## src/rtl/rtc_alarm_pkg.sv

```systemverilog
package rtc_alarm_pkg;
  localparam int WORD_W = 32;
  localparam int SLOTS  = 2;
  localparam int CFG_W  = 3;

  typedef enum logic [2:0] {
    SEL_STS   = 3'd0,
    SEL_CFG0  = 3'd1,
    SEL_CFG1  = 3'd2,
    SEL_TIME  = 3'd3,
    SEL_ALM0  = 3'd4,
    SEL_ALM1  = 3'd5,
    SEL_NONE  = 3'd7
  } regSel_t;

  typedef struct packed {
    logic             stsWr;
    logic             timeWr;
    logic [SLOTS-1:0] cfgWr;
    logic [SLOTS-1:0] almWr;
    regSel_t          rdSel;
  } busStrobe_t;
endpackage

```

## src/rtl/rtc_alarm_ctrl.sv

```systemverilog
module rtc_alarm_ctrl
  import rtc_alarm_pkg::*;
#(
  parameter int ADDR_W = 5
) (
  input  logic              busSel,
  input  logic              busWrite,
  input  logic [ADDR_W-1:0] busAddr,
  output busStrobe_t        strobe
);
  localparam int IDX_LO = 2;
  localparam int IDX_W  = 3;
  localparam int IDX_HI = IDX_LO + IDX_W - 1;

  logic       upperZero;
  logic [IDX_W-1:0] wordIdx;
  regSel_t    sel;
  logic       wrEn;

  generate
    if (ADDR_W > IDX_HI + 1) begin : g_upper
      assign upperZero = (busAddr[ADDR_W-1:IDX_HI+1] == '0);
    end else begin : g_noUpper
      assign upperZero = 1'b1;
    end
  endgenerate

  assign wordIdx = busAddr[IDX_HI:IDX_LO];
  assign wrEn    = busSel && busWrite;

  always_comb begin
    sel = SEL_NONE;
    if (upperZero && (busAddr[IDX_LO-1:0] == '0)) begin
      case (wordIdx)
        3'd0:    sel = SEL_STS;
        3'd1:    sel = SEL_CFG0;
        3'd2:    sel = SEL_CFG1;
        3'd3:    sel = SEL_TIME;
        3'd4:    sel = SEL_ALM0;
        3'd5:    sel = SEL_ALM1;
        default: sel = SEL_NONE;
      endcase
    end
  end

  always_comb begin
    strobe.stsWr    = wrEn && (sel == SEL_STS);
    strobe.timeWr   = wrEn && (sel == SEL_TIME);
    strobe.cfgWr[0] = wrEn && (sel == SEL_CFG0);
    strobe.cfgWr[1] = wrEn && (sel == SEL_CFG1);
    strobe.almWr[0] = wrEn && (sel == SEL_ALM0);
    strobe.almWr[1] = wrEn && (sel == SEL_ALM1);
    strobe.rdSel    = sel;
  end
endmodule

```

## src/rtl/rtc_alarm_dp.sv

```systemverilog
module rtc_alarm_dp
  import rtc_alarm_pkg::*;
#(
  parameter int SLOW_TICKS = 2
) (
  input  logic              clk,
  input  logic              rstN,
  input  logic              tick,
  input  busStrobe_t        strobe,
  input  logic [WORD_W-1:0] wdata,
  output logic [WORD_W-1:0] rdata,
  output logic              irq
);
  localparam int DIV_W = (SLOW_TICKS > 2) ? $clog2(SLOW_TICKS) : 1;
  localparam logic [DIV_W-1:0] DIV_LAST = DIV_W'(SLOW_TICKS - 1);

  logic [WORD_W-1:0] timeQ;
  logic [WORD_W-1:0] timeInc;
  logic [WORD_W-1:0] almQ [SLOTS];
  logic [CFG_W-1:0]  cfgQ [SLOTS];
  logic [SLOTS-1:0]  flagQ;
  logic [DIV_W-1:0]  divQ;
  logic              slowEv;
  logic [SLOTS-1:0]  matchEv, perEv, setEv, ackBit, srcEn;

  assign timeInc = timeQ + 1'b1;
  assign slowEv  = tick && (divQ == DIV_LAST);

  generate
    for (genvar i = 0; i < SLOTS; i++) begin : g_slot
      assign matchEv[i] = tick && !strobe.timeWr && (timeInc == almQ[i]);
      assign perEv[i]   = tick && cfgQ[i][1] && (cfgQ[i][2] || slowEv);
      assign setEv[i]   = matchEv[i] || perEv[i];
      assign ackBit[i]  = strobe.stsWr && wdata[i];
      assign srcEn[i]   = cfgQ[i][0] || cfgQ[i][1];
    end
  endgenerate

  always_ff @(posedge clk or negedge rstN) begin
    if (!rstN) begin
      timeQ <= '0;
      divQ  <= '0;
      flagQ <= '0;
      for (int i = 0; i < SLOTS; i++) begin
        almQ[i] <= '0;
        cfgQ[i] <= '0;
      end
    end else begin
      if (strobe.timeWr) timeQ <= wdata;
      else if (tick)     timeQ <= timeInc;
      if (tick) divQ <= slowEv ? '0 : divQ + 1'b1;
      flagQ <= setEv | (flagQ & ~ackBit);
      for (int i = 0; i < SLOTS; i++) begin
        if (strobe.almWr[i]) almQ[i] <= wdata;
        if (strobe.cfgWr[i]) cfgQ[i] <= wdata[CFG_W-1:0];
      end
    end
  end

  assign irq = |(flagQ & srcEn);

  always_comb begin
    case (strobe.rdSel)
      SEL_STS:  rdata = {{(WORD_W-SLOTS){1'b0}}, flagQ};
      SEL_CFG0: rdata = {{(WORD_W-CFG_W){1'b0}}, cfgQ[0]};
      SEL_CFG1: rdata = {{(WORD_W-CFG_W){1'b0}}, cfgQ[1]};
      SEL_TIME: rdata = timeQ;
      SEL_ALM0: rdata = almQ[0];
      SEL_ALM1: rdata = almQ[1];
      default:  rdata = '0;
    endcase
  end


  wr_excl_chk: assert property (@(posedge clk) disable iff (!rstN)
    $onehot0({strobe.stsWr, strobe.timeWr, strobe.cfgWr, strobe.almWr}));


  time_adv_chk: assert property (@(posedge clk) disable iff (!rstN)
    (tick && !strobe.timeWr) |=> (timeQ == $past(timeQ) + 32'd1));


  time_load_chk: assert property (@(posedge clk) disable iff (!rstN)
    strobe.timeWr |=> (timeQ == $past(wdata)));


  ack0_chk: assert property (@(posedge clk) disable iff (!rstN)
    (strobe.stsWr && wdata[0] && !tick) |=> !flagQ[0]);


  ack1_chk: assert property (@(posedge clk) disable iff (!rstN)
    (strobe.stsWr && wdata[1] && !tick) |=> !flagQ[1]);


  flag_needs_tick_chk: assert property (@(posedge clk) disable iff (!rstN)
    ($rose(flagQ[0]) || $rose(flagQ[1])) |-> $past(tick));
endmodule

```

## src/rtl/rtc_alarm_regs.sv

```systemverilog
module rtc_alarm_regs
  import rtc_alarm_pkg::*;
#(
  parameter int ADDR_W     = 5,
  parameter int SLOW_TICKS = 2
) (
  input  logic              clk,
  input  logic              rstN,
  input  logic              tick,
  input  logic              busSel,
  input  logic              busWrite,
  input  logic [ADDR_W-1:0] busAddr,
  input  logic [31:0]       busWdata,
  output logic [31:0]       busRdata,
  output logic              irq
);
  busStrobe_t strobe;

  rtc_alarm_ctrl #(.ADDR_W(ADDR_W)) u_ctrl (
    .busSel   (busSel),
    .busWrite (busWrite),
    .busAddr  (busAddr),
    .strobe   (strobe)
  );

  rtc_alarm_dp #(.SLOW_TICKS(SLOW_TICKS)) u_dp (
    .clk    (clk),
    .rstN   (rstN),
    .tick   (tick),
    .strobe (strobe),
    .wdata  (busWdata),
    .rdata  (busRdata),
    .irq    (irq)
  );
endmodule

```

## config.mk

```make
export PLATFORM = sky130hd
export DESIGN_NAME = rtc_alarm_regs
export DESIGN_NICKNAME = d
export VERILOG_FILES = /design/src/rtl/rtc_alarm_pkg.sv /design/src/rtl/rtc_alarm_ctrl.sv /design/src/rtl/rtc_alarm_dp.sv /design/src/rtl/rtc_alarm_regs.sv
export SDC_FILE = /design/constraint.sdc
export NUM_CORES = 1
export LEC_CHECK = 0
export ABC_CLOCK_PERIOD_IN_PS = 5900
export BUFFER_PORTS_ARGS = -buffer_cell sky130_fd_sc_hd__buf_2
export CAP_MARGIN = 20
export CORE_MARGIN = 2
export CORE_UTILIZATION = 40
export DETAILED_ROUTE_END_ITERATION = 8
export SYNTH_ARGS = -nofsm -noshare
export SYNTH_HDL_FRONTEND = slang
export SYNTH_SLANG_ARGS = --single-unit
```

## constraint.sdc

```tcl
create_clock -name clk -period 5.9 [get_ports clk]
set_input_delay 0.885 -clock clk [delete_from_list [all_inputs] [get_ports clk]]
set_output_delay 0.885 -clock clk [all_outputs]
set_load 0.02 [all_outputs]
```

# Word level (Yosys, flattened, before mapping)
# Cells that the tools add are included.
# W data, S select, Z words.
# word_totals
reg_bits	105
inputBits	42
out_inout_bits	33
word_cells	60
# classes
addsub	2
eq_ne	12
mux	6
bitwise	4
n_reduce_logical	29
# op_table
cell	n
$pmux W32 S6	1
$eq A32 B32 Y1	2
$mux W32	2
$add A32 B1 Y32 const B	1
$pmux W3 S6	1
$logic_and A1 B1 Y1	17
$eq A3 B2 Y1 const B	4
$eq A3 B3 Y1 const B	4
$eq A3 B1 Y1 const B	2
$logic_not A3 Y1	2
$logic_or A1 B1 Y1	6
$and A2 B2 Y2	2
$mux W3	1
$logic_not A2 Y1	1
$not A2 Y2	1
$or A2 B2 Y2	1
$reduce_bool A2 Y1	1
$reduce_or A2 Y1	1
$add A1 B1 Y1 const B	1
$logic_not A1 Y1	1
$mux W1	1

# Logic depth before layout (Yosys ltp)
# Gate-level depths: netlist (run 1).
# logic_depth
word_depth	10
ltp_mapped	10

# Cells and area by module
# A second synthesis (run 1) with hierarchy kept.
# unflattened
cells_unflattened	809
area_unflattened_um2	7353.3
# modules_own_cells
module	instances	cells_each	area_each_um2	seq_area_each_um2
rtc_alarm_dp	1	793	7258.2	2627.5
rtc_alarm_ctrl	1	16	95.1	0.0

# Worst setup path after synthesis (run 1)
# No wires, ideal clock.
# synth_timing
path_kind	input to output
from	input busAddr[4]
to	output busRdata[2]
arrival_ns	2.655
setup_slack_ns	2.360
cell_stages	4
path_buffers	1
cell_sequence	nor4b_1 > clkbuf_1 > a222oi_1 > a21oi_1
# synth_between
elab_chain_len	5
word_cells_on_any_way	15
classes_between	eq/ne: 10; mux: 3; reduce/logical: 2
# synth_lines
element	line	text
start, declared	rtc_alarm_regs.sv:12	input logic [ADDR_W-1:0] busAddr,
$eq A3 B3 Y1, or another cell as far along	rtc_alarm_ctrl.sv:34	case (wordIdx)
$pmux W3 S6 (*)	rtc_alarm_ctrl.sv:34	
$mux W3 (*)	rtc_alarm_ctrl.sv:33	if (upperZero && (busAddr[IDX_LO-1:0] == '0)) begin
$eq A3 B3 Y1, or another cell as far along	rtc_alarm_dp.sv:63	case (strobe.rdSel)
$pmux W32 S6 (*)	rtc_alarm_dp.sv:63	
end, declared	rtc_alarm_regs.sv:14	output logic [31:0] busRdata,
# Mark *: on every way between the ends. The rest lies on a longest branch, timed or not.

# Worst setup path after layout (run 1)
# layout_timing
from	register u_dp.timeQ[0]
to	register u_dp.flagQ[0]
# layout_between
elab_chain_len	5
# layout_lines
element	line	text
start, declared	rtc_alarm_dp.sv:17	logic [WORD_W-1:0] timeQ;
start signal, assigned	rtc_alarm_dp.sv:49	if (strobe.timeWr) timeQ <= wdata;
start signal, assigned	rtc_alarm_dp.sv:50	else if (tick) timeQ <= timeInc;
$add A32 B1 Y32	rtc_alarm_dp.sv:26	assign timeInc = timeQ + 1'b1;
$eq A32 B32 Y1	rtc_alarm_dp.sv:31	assign matchEv[i] = tick && !strobe.timeWr && (timeInc == almQ[i]);
$logic_and A1 B1 Y1	rtc_alarm_dp.sv:31	
$logic_or A1 B1 Y1	rtc_alarm_dp.sv:33	assign setEv[i] = matchEv[i] || perEv[i];
$or A2 B2 Y2	rtc_alarm_dp.sv:52	flagQ <= setEv | (flagQ & ~ackBit);
end signal, assigned	rtc_alarm_dp.sv:52	
end, declared	rtc_alarm_dp.sv:21	logic [SLOTS-1:0] flagQ;
# No other way between the ends.
# A chain may end at the register's enable or synchronous reset.

==> results of run 1 <==
cell families after synthesis:
group | count (synthesis) | share of synthesized area
DFF | 105 | 0.3556
muxes | 76 | 0.1141
xor gates and xnor gates | 101 | 0.1328
AOI/OAI and AO/OA | 175 | 0.1544
adders and majority gates | 1 | 0.001693
and+or+nand+nor | 278 | 0.1942
buffers and inverters | 76 | 0.04708
critical path, stage by stage (launching register included):
cell and delay (ps):
dfrtp_1 570, ha_1 360, nand3_1 410, or4_1 770
nor2_1 200, xnor2_1 90, a2111oi_0 750, nand4_1 160
o31ai_1 320
cell type report:
cell class | instances | area, µm² | share of cell area
Sequential cell | 105 | 2628 | 0.3242
Multi-Input combinational cell | 631 | 4436 | 0.5472
Timing Repair Buffer | 83 | 470.5 | 0.05804
Clock buffer | 12 | 246.5 | 0.03041
Inverter | 9 | 33.78 | 0.004168
Tap cell | 229 | 286.5 | 0.03535
Clock inverter | 1 | 5.005 | 0.0006175
power by group through the flow:
stage          registers, mW  clock network, mW  logic (mW)
6_report                1.13              0.543       0.761
4_1_cts                 1.12              0.557       0.756
3_5_place_dp            1.13                  0       0.751
3_3_place_gp            1.13                  0       0.750
5_1_grt                 1.15              0.585       0.837
2_1_floorplan          0.957                  0       0.728
registers in the layout (all words and copies together) (netlist names):
name / cells
u_dp.almQ: 64
u_dp.timeQ: 32
u_dp.flagQ: 2
u_dp.cfgQ: 6
u_dp.divQ: 1
final timing paths:
| check | cells after the start | from | slack (ps) | to |
|---|---|---|---|---|
| setup / recovery | 8 | u_dp.timeQ[0]$_DFFE_PN0P_ | 2160 | u_dp.flagQ[0]$_DFF_PN0_ |
| hold / removal | 1 | u_dp.divQ$_DFFE_PN0P_ | 500 | u_dp.divQ$_DFFE_PN0P_ |
| min in group asynchronous | 1 | rstN | 640 | u_dp.almQ[42]$_DFFE_PN0P_ |
| hold reg to reg | 1 | u_dp.divQ$_DFFE_PN0P_ | 500 | u_dp.divQ$_DFFE_PN0P_ |
| max in group asynchronous | 2 | rstN | 4180 | u_dp.almQ[58]$_DFFE_PN0P_ |
| setup reg to reg | 8 | u_dp.timeQ[0]$_DFFE_PN0P_ | 2160 | u_dp.flagQ[0]$_DFF_PN0_ |
cells in the mapped netlist (7+ instances only):
cell      number
mux2_2        66
inv_1          9
xnor2_1       43
o21ai_0       50
clkbuf_1      48
nor4_1        12
nor2_1        52
nand3_1       18
xor2_1        51
dfrtp_1      105
a22o_1        24
nor3_1        15
mux2i_1       10
nand4_1       21
a21oi_1       46
and3_1        10
xnor3_1        7
nand2_1      102
metrics by stage:
step                      cells  hold slack [ps]  cell area (µm²)    util
after global routing       1070            512.5             8105  0.4497
after CTS                  1068            501.5             8073  0.4479
after detailed placement   1055            491.8             7821  0.4339
after floorplan             812            462.1             7388       -
after global placement     1054            490.9             7801  0.4328
final                      1070            504.0             8105  0.4497
layer usage:
| metal | up-vias | wire length, µm |
|---|---|---|
| met1 | 3088 | 10030 |
| met3 | 25 | 1247 |
| li1 | 2973 | - |
| met4 | 0 | 287 |
| met2 | 228 | 9382 |
| met5 | - | 0 |
==> run summary, run 1 <==
Area contributors post-synth = dfrtp_1 36%, mux2_2 10%, xor2_1 6.0%
CTS tree = built
met1 Track Usage GR = 0.3194
Skew-Pair Late Insertion Delay = 350 ps
core box area = 0.01802 mm²
Remaining Overflow, GRT = 0
Setup WS pre-CTS = 2024 ps
Final TNS setup = 0 ps
Final Max Slew Viols = 0
Post-synth ARST share = 1.000
worst-path maximum fanout = 10
Top Ports = 75
WL/cell = 19.58 µm
PwrDens = 299.8 mW/mm²
Setup Skew = 7.884 ps
CTS resizes = 0
HPWL Detailed = 14740 µm
routed vias/inst = 5.901
Sw Ratio = 0.3731
row count = 49
routability cong. = 0.9653
share of cells above drive strength 1 = 0.2212
Power, Total = 2.430 mW
critical path endpoint category = flop
Syn Nets = 855
P_int = 1.523 mW
Synth Register Bits = 105
CTS Hold Bufs = 0
Reg power frac = 0.463
register area share after synthesis = 0.3556
Syn. warnings = 0
# port buffers = 74
DRT antenna net count = 0
DIE AREA = 0.01957 mm²
Final nets = 882
Clock power frac = 0.223
switching pwr = 906.7 µW
Max IR drop VDD = 0.0001409 V
Final WS setup = 2157 ps
max cap viols = 0
Avg Cell Area, Syn = 9.099 µm²
Longest Clk Path Bufs = 2
largest net degree at the start of global routing = 68
slew of the pin with the lowest slew margin = 834.9 ps
Die X = 139.9 µm
clk sinks = 105
Reg clk slew, reported paths = 60 ps
starting density of the core = 0.4099
RSZ-0062 raised after global routing = false
fill cell count = 1834
Detailed Route Iter0 Violations = 485
post-synth top area share = 0.3556
postcts setup bufs = 0
first-pass GRT wire length = 33030 µm
CTS buffer count = 9
CTS H-Tree Depth = 3
met3 Usage GRT = 0.03624
Initial DRT Pass Iterations = 6
Logic pwr share = 0.313
setup violators final = 0
DR vias = 6314
M2 GR Usage = 0.3245
Post-synth EDFFs = 0
Tightest Hold Check Type = reg -> reg
crit share post-route = 0.6345
Post-Syn Instances = 812
Leak Pwr = 3.431 nW
Final Hold Vio Count = 0
status = finished clean
synth unique cells = 74
vias in the first global route = 5788
n_diodes = 0
Post-Route WL = 20950 µm
Area growth, synth to finish = 9.704%
Min Clock Period, post-route = 3743 ps
Relative slew margins = 0.4290
GR peak layer = met2
commonest non-fill, non-tap cells in the layout = 105 x dfrtp_1, 102 x nand2_1, 73 x buf_2
Residual DRC = 0
Clock Tree Root = clkbuf_16
initial antenna violation count = 0
Synth Cell Area = 0.007388 mm²
Synth Flop Type = dfrtp_1
die height = 139.9 µm
Startpoint Class = flop
critical path data arrival time = 3980 ps
gr usage total = 0.2137
area leader, netlist = dfrtp_1
fmax = 267.1 MHz
most common cell after layout, fill and taps aside = dfrtp_1
critical path class = reg -> reg
required time of the critical path = 6140 ps
Power figures use the tool's default switching activity.
==> run 2: changes to the inputs <==
--- a/config.mk
+++ b/config.mk
@@ -5,7 +5,8 @@
 export SDC_FILE = /design/constraint.sdc
 export NUM_CORES = 1
 export LEC_CHECK = 0
-export ABC_CLOCK_PERIOD_IN_PS = 5900
+export ABC_AREA = 1
+export ABC_CLOCK_PERIOD_IN_PS = 3300
 export BUFFER_PORTS_ARGS = -buffer_cell sky130_fd_sc_hd__buf_2
 export CAP_MARGIN = 20
 export CORE_MARGIN = 2
==> constraint.sdc (replaced) <==
create_clock -name clk -period 3.3 [get_ports clk]
set_input_delay 0.495 -clock clk [delete_from_list [all_inputs] [get_ports clk]]
set_output_delay 0.495 -clock clk [all_outputs]
set_load 0.02 [all_outputs]
==> run summary, run 2 <==
Area contributors post-synth = dfrtp_1 37%, nand2_1 18%, nand3_1 7.6%
RSZ-0062 raised after global routing = false
CTS Hold Bufs = 0
dpl cell area = 0.007732 mm²
Avg Cell Area, Syn = 6.816 µm²
DIE AREA = 0.01875 mm²
Syn. warnings = 0
DR vias = 7035
Design Area, Final = 0.008077 mm²
CTS tree = built
critical path endpoint category = output port
Remaining Overflow, GRT = 0
area leader, netlist = dfrtp_1
Skew-Pair Late Insertion Delay = 360 ps
fmax = 332.8 MHz
Min Clock Period, post-route = 3005 ps
Compound-Gate Fraction of Synth Area = 0.1549
Largest Register = u_dp.almQ
max reg flops = 64
Final Hold Vio Count = 0
core box area = 0.01730 mm²
critical path's slowest cell = clkinv_1
HPWL Detailed = 16530 µm
Max IR drop VDD = 0.0002796 V
max cap viols = 0
Final WS setup = 295.4 ps
Post-Route WL = 22900 µm
CTS buffer count = 9
critical path data arrival time = 2510 ps
slew of the pin with the lowest slew margin = 995.4 ps
critical path cell sequence = buf_2 -> inv_2 -> nand4_1 -> clkinv_1 -> buf_4 -> a22oi_1 -> o21ai_0 -> buf_2
adder-cell share of the synthesized area = 0.001770
Leak Pwr = 3.828 nW
largest net degree at the start of global routing = 56
Longest Clk Path Bufs = 2
CP delay by family, top = buffers and inverters
worst-path maximum fanout = 22
Post-synth top cells = 346 x nand2_1, 120 x inv_1, 108 x nand3_1
Top Ports = 75
CTS H-Tree Depth = 3
Reg clk slew, reported paths = 80 ps
critical path class = in -> out
Reg2Reg Depth = 13
Die X = 136.9 µm
WL/cell = 17.15 µm
synth unique cells = 32
Largest regs = u_dp.almQ x64, u_dp.timeQ x32, u_dp.cfgQ x6
vias in the first global route = 6547
status = finished clean
Synth Area in XOR/XNOR = 0.02390
Area growth, synth to finish = 14.27%
Final Max Slew Viols = 0
Synth Flop Type = dfrtp_1
starting density of the core = 0.4086
Synth Cell Area = 0.007068 mm²
Synth Register Bits = 105
Residual DRC = 0
required time of the critical path = 2800 ps
crit share post-route = 0.9105
initial antenna violation count = 0
Initial DRT Pass Iterations = 7
Setup Skew = 6.362 ps
most common cell after layout, fill and taps aside = nand2_1
register area share after synthesis = 0.3717
CTS resizes = 0
n_diodes = 0
Setup WS pre-CTS = 318.9 ps
largest family of logic cells by synthesized area = simple AND/OR/NAND/NOR gates
Syn Nets = 1080
DRT antenna net count = 0
postcts setup bufs = 0
most numerous cell in the Yosys netlist = nand2_1
share of cells above drive strength 1 = 0.1324
Tightest Hold Check Type = in -> async
fraction of synthesized area in multiplexers = 0
first-pass GRT wire length = 36000 µm
Clock Tree Root = clkbuf_16
Post-Synth Simple-Gate Area = 0.3611
setup violators final = 0
Final TNS setup = 0 ps
commonest non-fill, non-tap cells in the layout = 346 x nand2_1, 120 x inv_1, 108 x nand3_1
Post-Syn Instances = 1037
Most common cell on crit path = buf_2
row count = 48
Final nets = 1148
PwrDens = 530.9 mW/mm²
critical path depth = 8
# port buffers = 74
Post-synth EDFFs = 0
routability cong. = 0.9224
Post-synth ARST share = 1.000
Startpoint Class = input pin
max incr delay on CP = 770 ps
gr usage total = 0.2544
Relative slew margins = 0.3356
die height = 136.9 µm
post-synth top area share = 0.3717
clk sinks = 105
Detailed Route Iter0 Violations = 584
routed vias/inst = 5.270
buffer and inverter count on the worst path = 5
[run 2: cell count changes in the layout (fill, tap and decap cells not counted), moves of 40 or more]
cell     delta
xor2_1     -45
nand3_1    +90
xnor2_1    -40
mux2_2     -66
inv_1     +111
nand2_1   +244
[run 2: path summary, 6_finish.rpt]
check                                               start                   endpoint  slack (ps)
min in group clk                                     tick      u_dp.divQ$_DFFE_PN0P_         360
worst min-delay path                                 rstN   u_dp.cfgQ[1]$_DFFE_PN0P_         180
worst max-delay path                           busAddr[4]               busRdata[20]         300
worst max register to register  u_dp.timeQ[0]$_DFFE_PN0P_    u_dp.flagQ[0]$_DFF_PN0_         770
worst min register to register      u_dp.divQ$_DFFE_PN0P_      u_dp.divQ$_DFFE_PN0P_         510
max in group asynchronous                            rstN  u_dp.almQ[44]$_DFFE_PN0P_        2330
[run 2: metrics by stage]
step | cells | util | power [mW] | hold WS (ps)
after floorplan | 1037 | - | 2.651 | 199.4
after global placement | 1319 | 0.4470 | 3.012 | 494.6
after detailed placement | 1319 | 0.4470 | 3.012 | 498.9
after CTS | 1335 | 0.4669 | 4.303 | 193.7
after global routing | 1335 | 0.4669 | 4.558 | 225.3
final | 1335 | 0.4669 | 4.288 | 175.6
[run 2: per-layer routing]
metal	track usage	vias to the layer above	share of wire
met5	0	-	0
met4	0.06586	0	0.012
met3	0.03778	20	0.067
met2	0.3922	244	0.45
met1	0.3728	3249	0.47
li1	-	3522	-
[run 2: power by group]
part	internal [mW]	switching (mW)
clock	0.748	0.540
sequential	1.55	0.279
combinational	0.440	0.732
[run 2: layout make-up]
| type | count | area [µm²] |
|---|---|---|
| Fill cell | 1811 | 9220 |
| Multi-Input combinational cell | 776 | 3839 |
| Sequential cell | 105 | 2628 |
| Timing Repair Buffer | 88 | 515.5 |
| Inverter | 125 | 469.2 |
| Tap cell | 225 | 281.5 |
| Clock buffer | 10 | 229.0 |
| Clock inverter | 6 | 115.1 |
[run 2: cells by family after synthesis]
logic type | Yosys count
DFF | 105
xor gates and xnor gates | 13
buffers and inverters | 156
adders and majority gates | 1
AOI/OAI and AO/OA | 176
and+or+nand+nor | 586
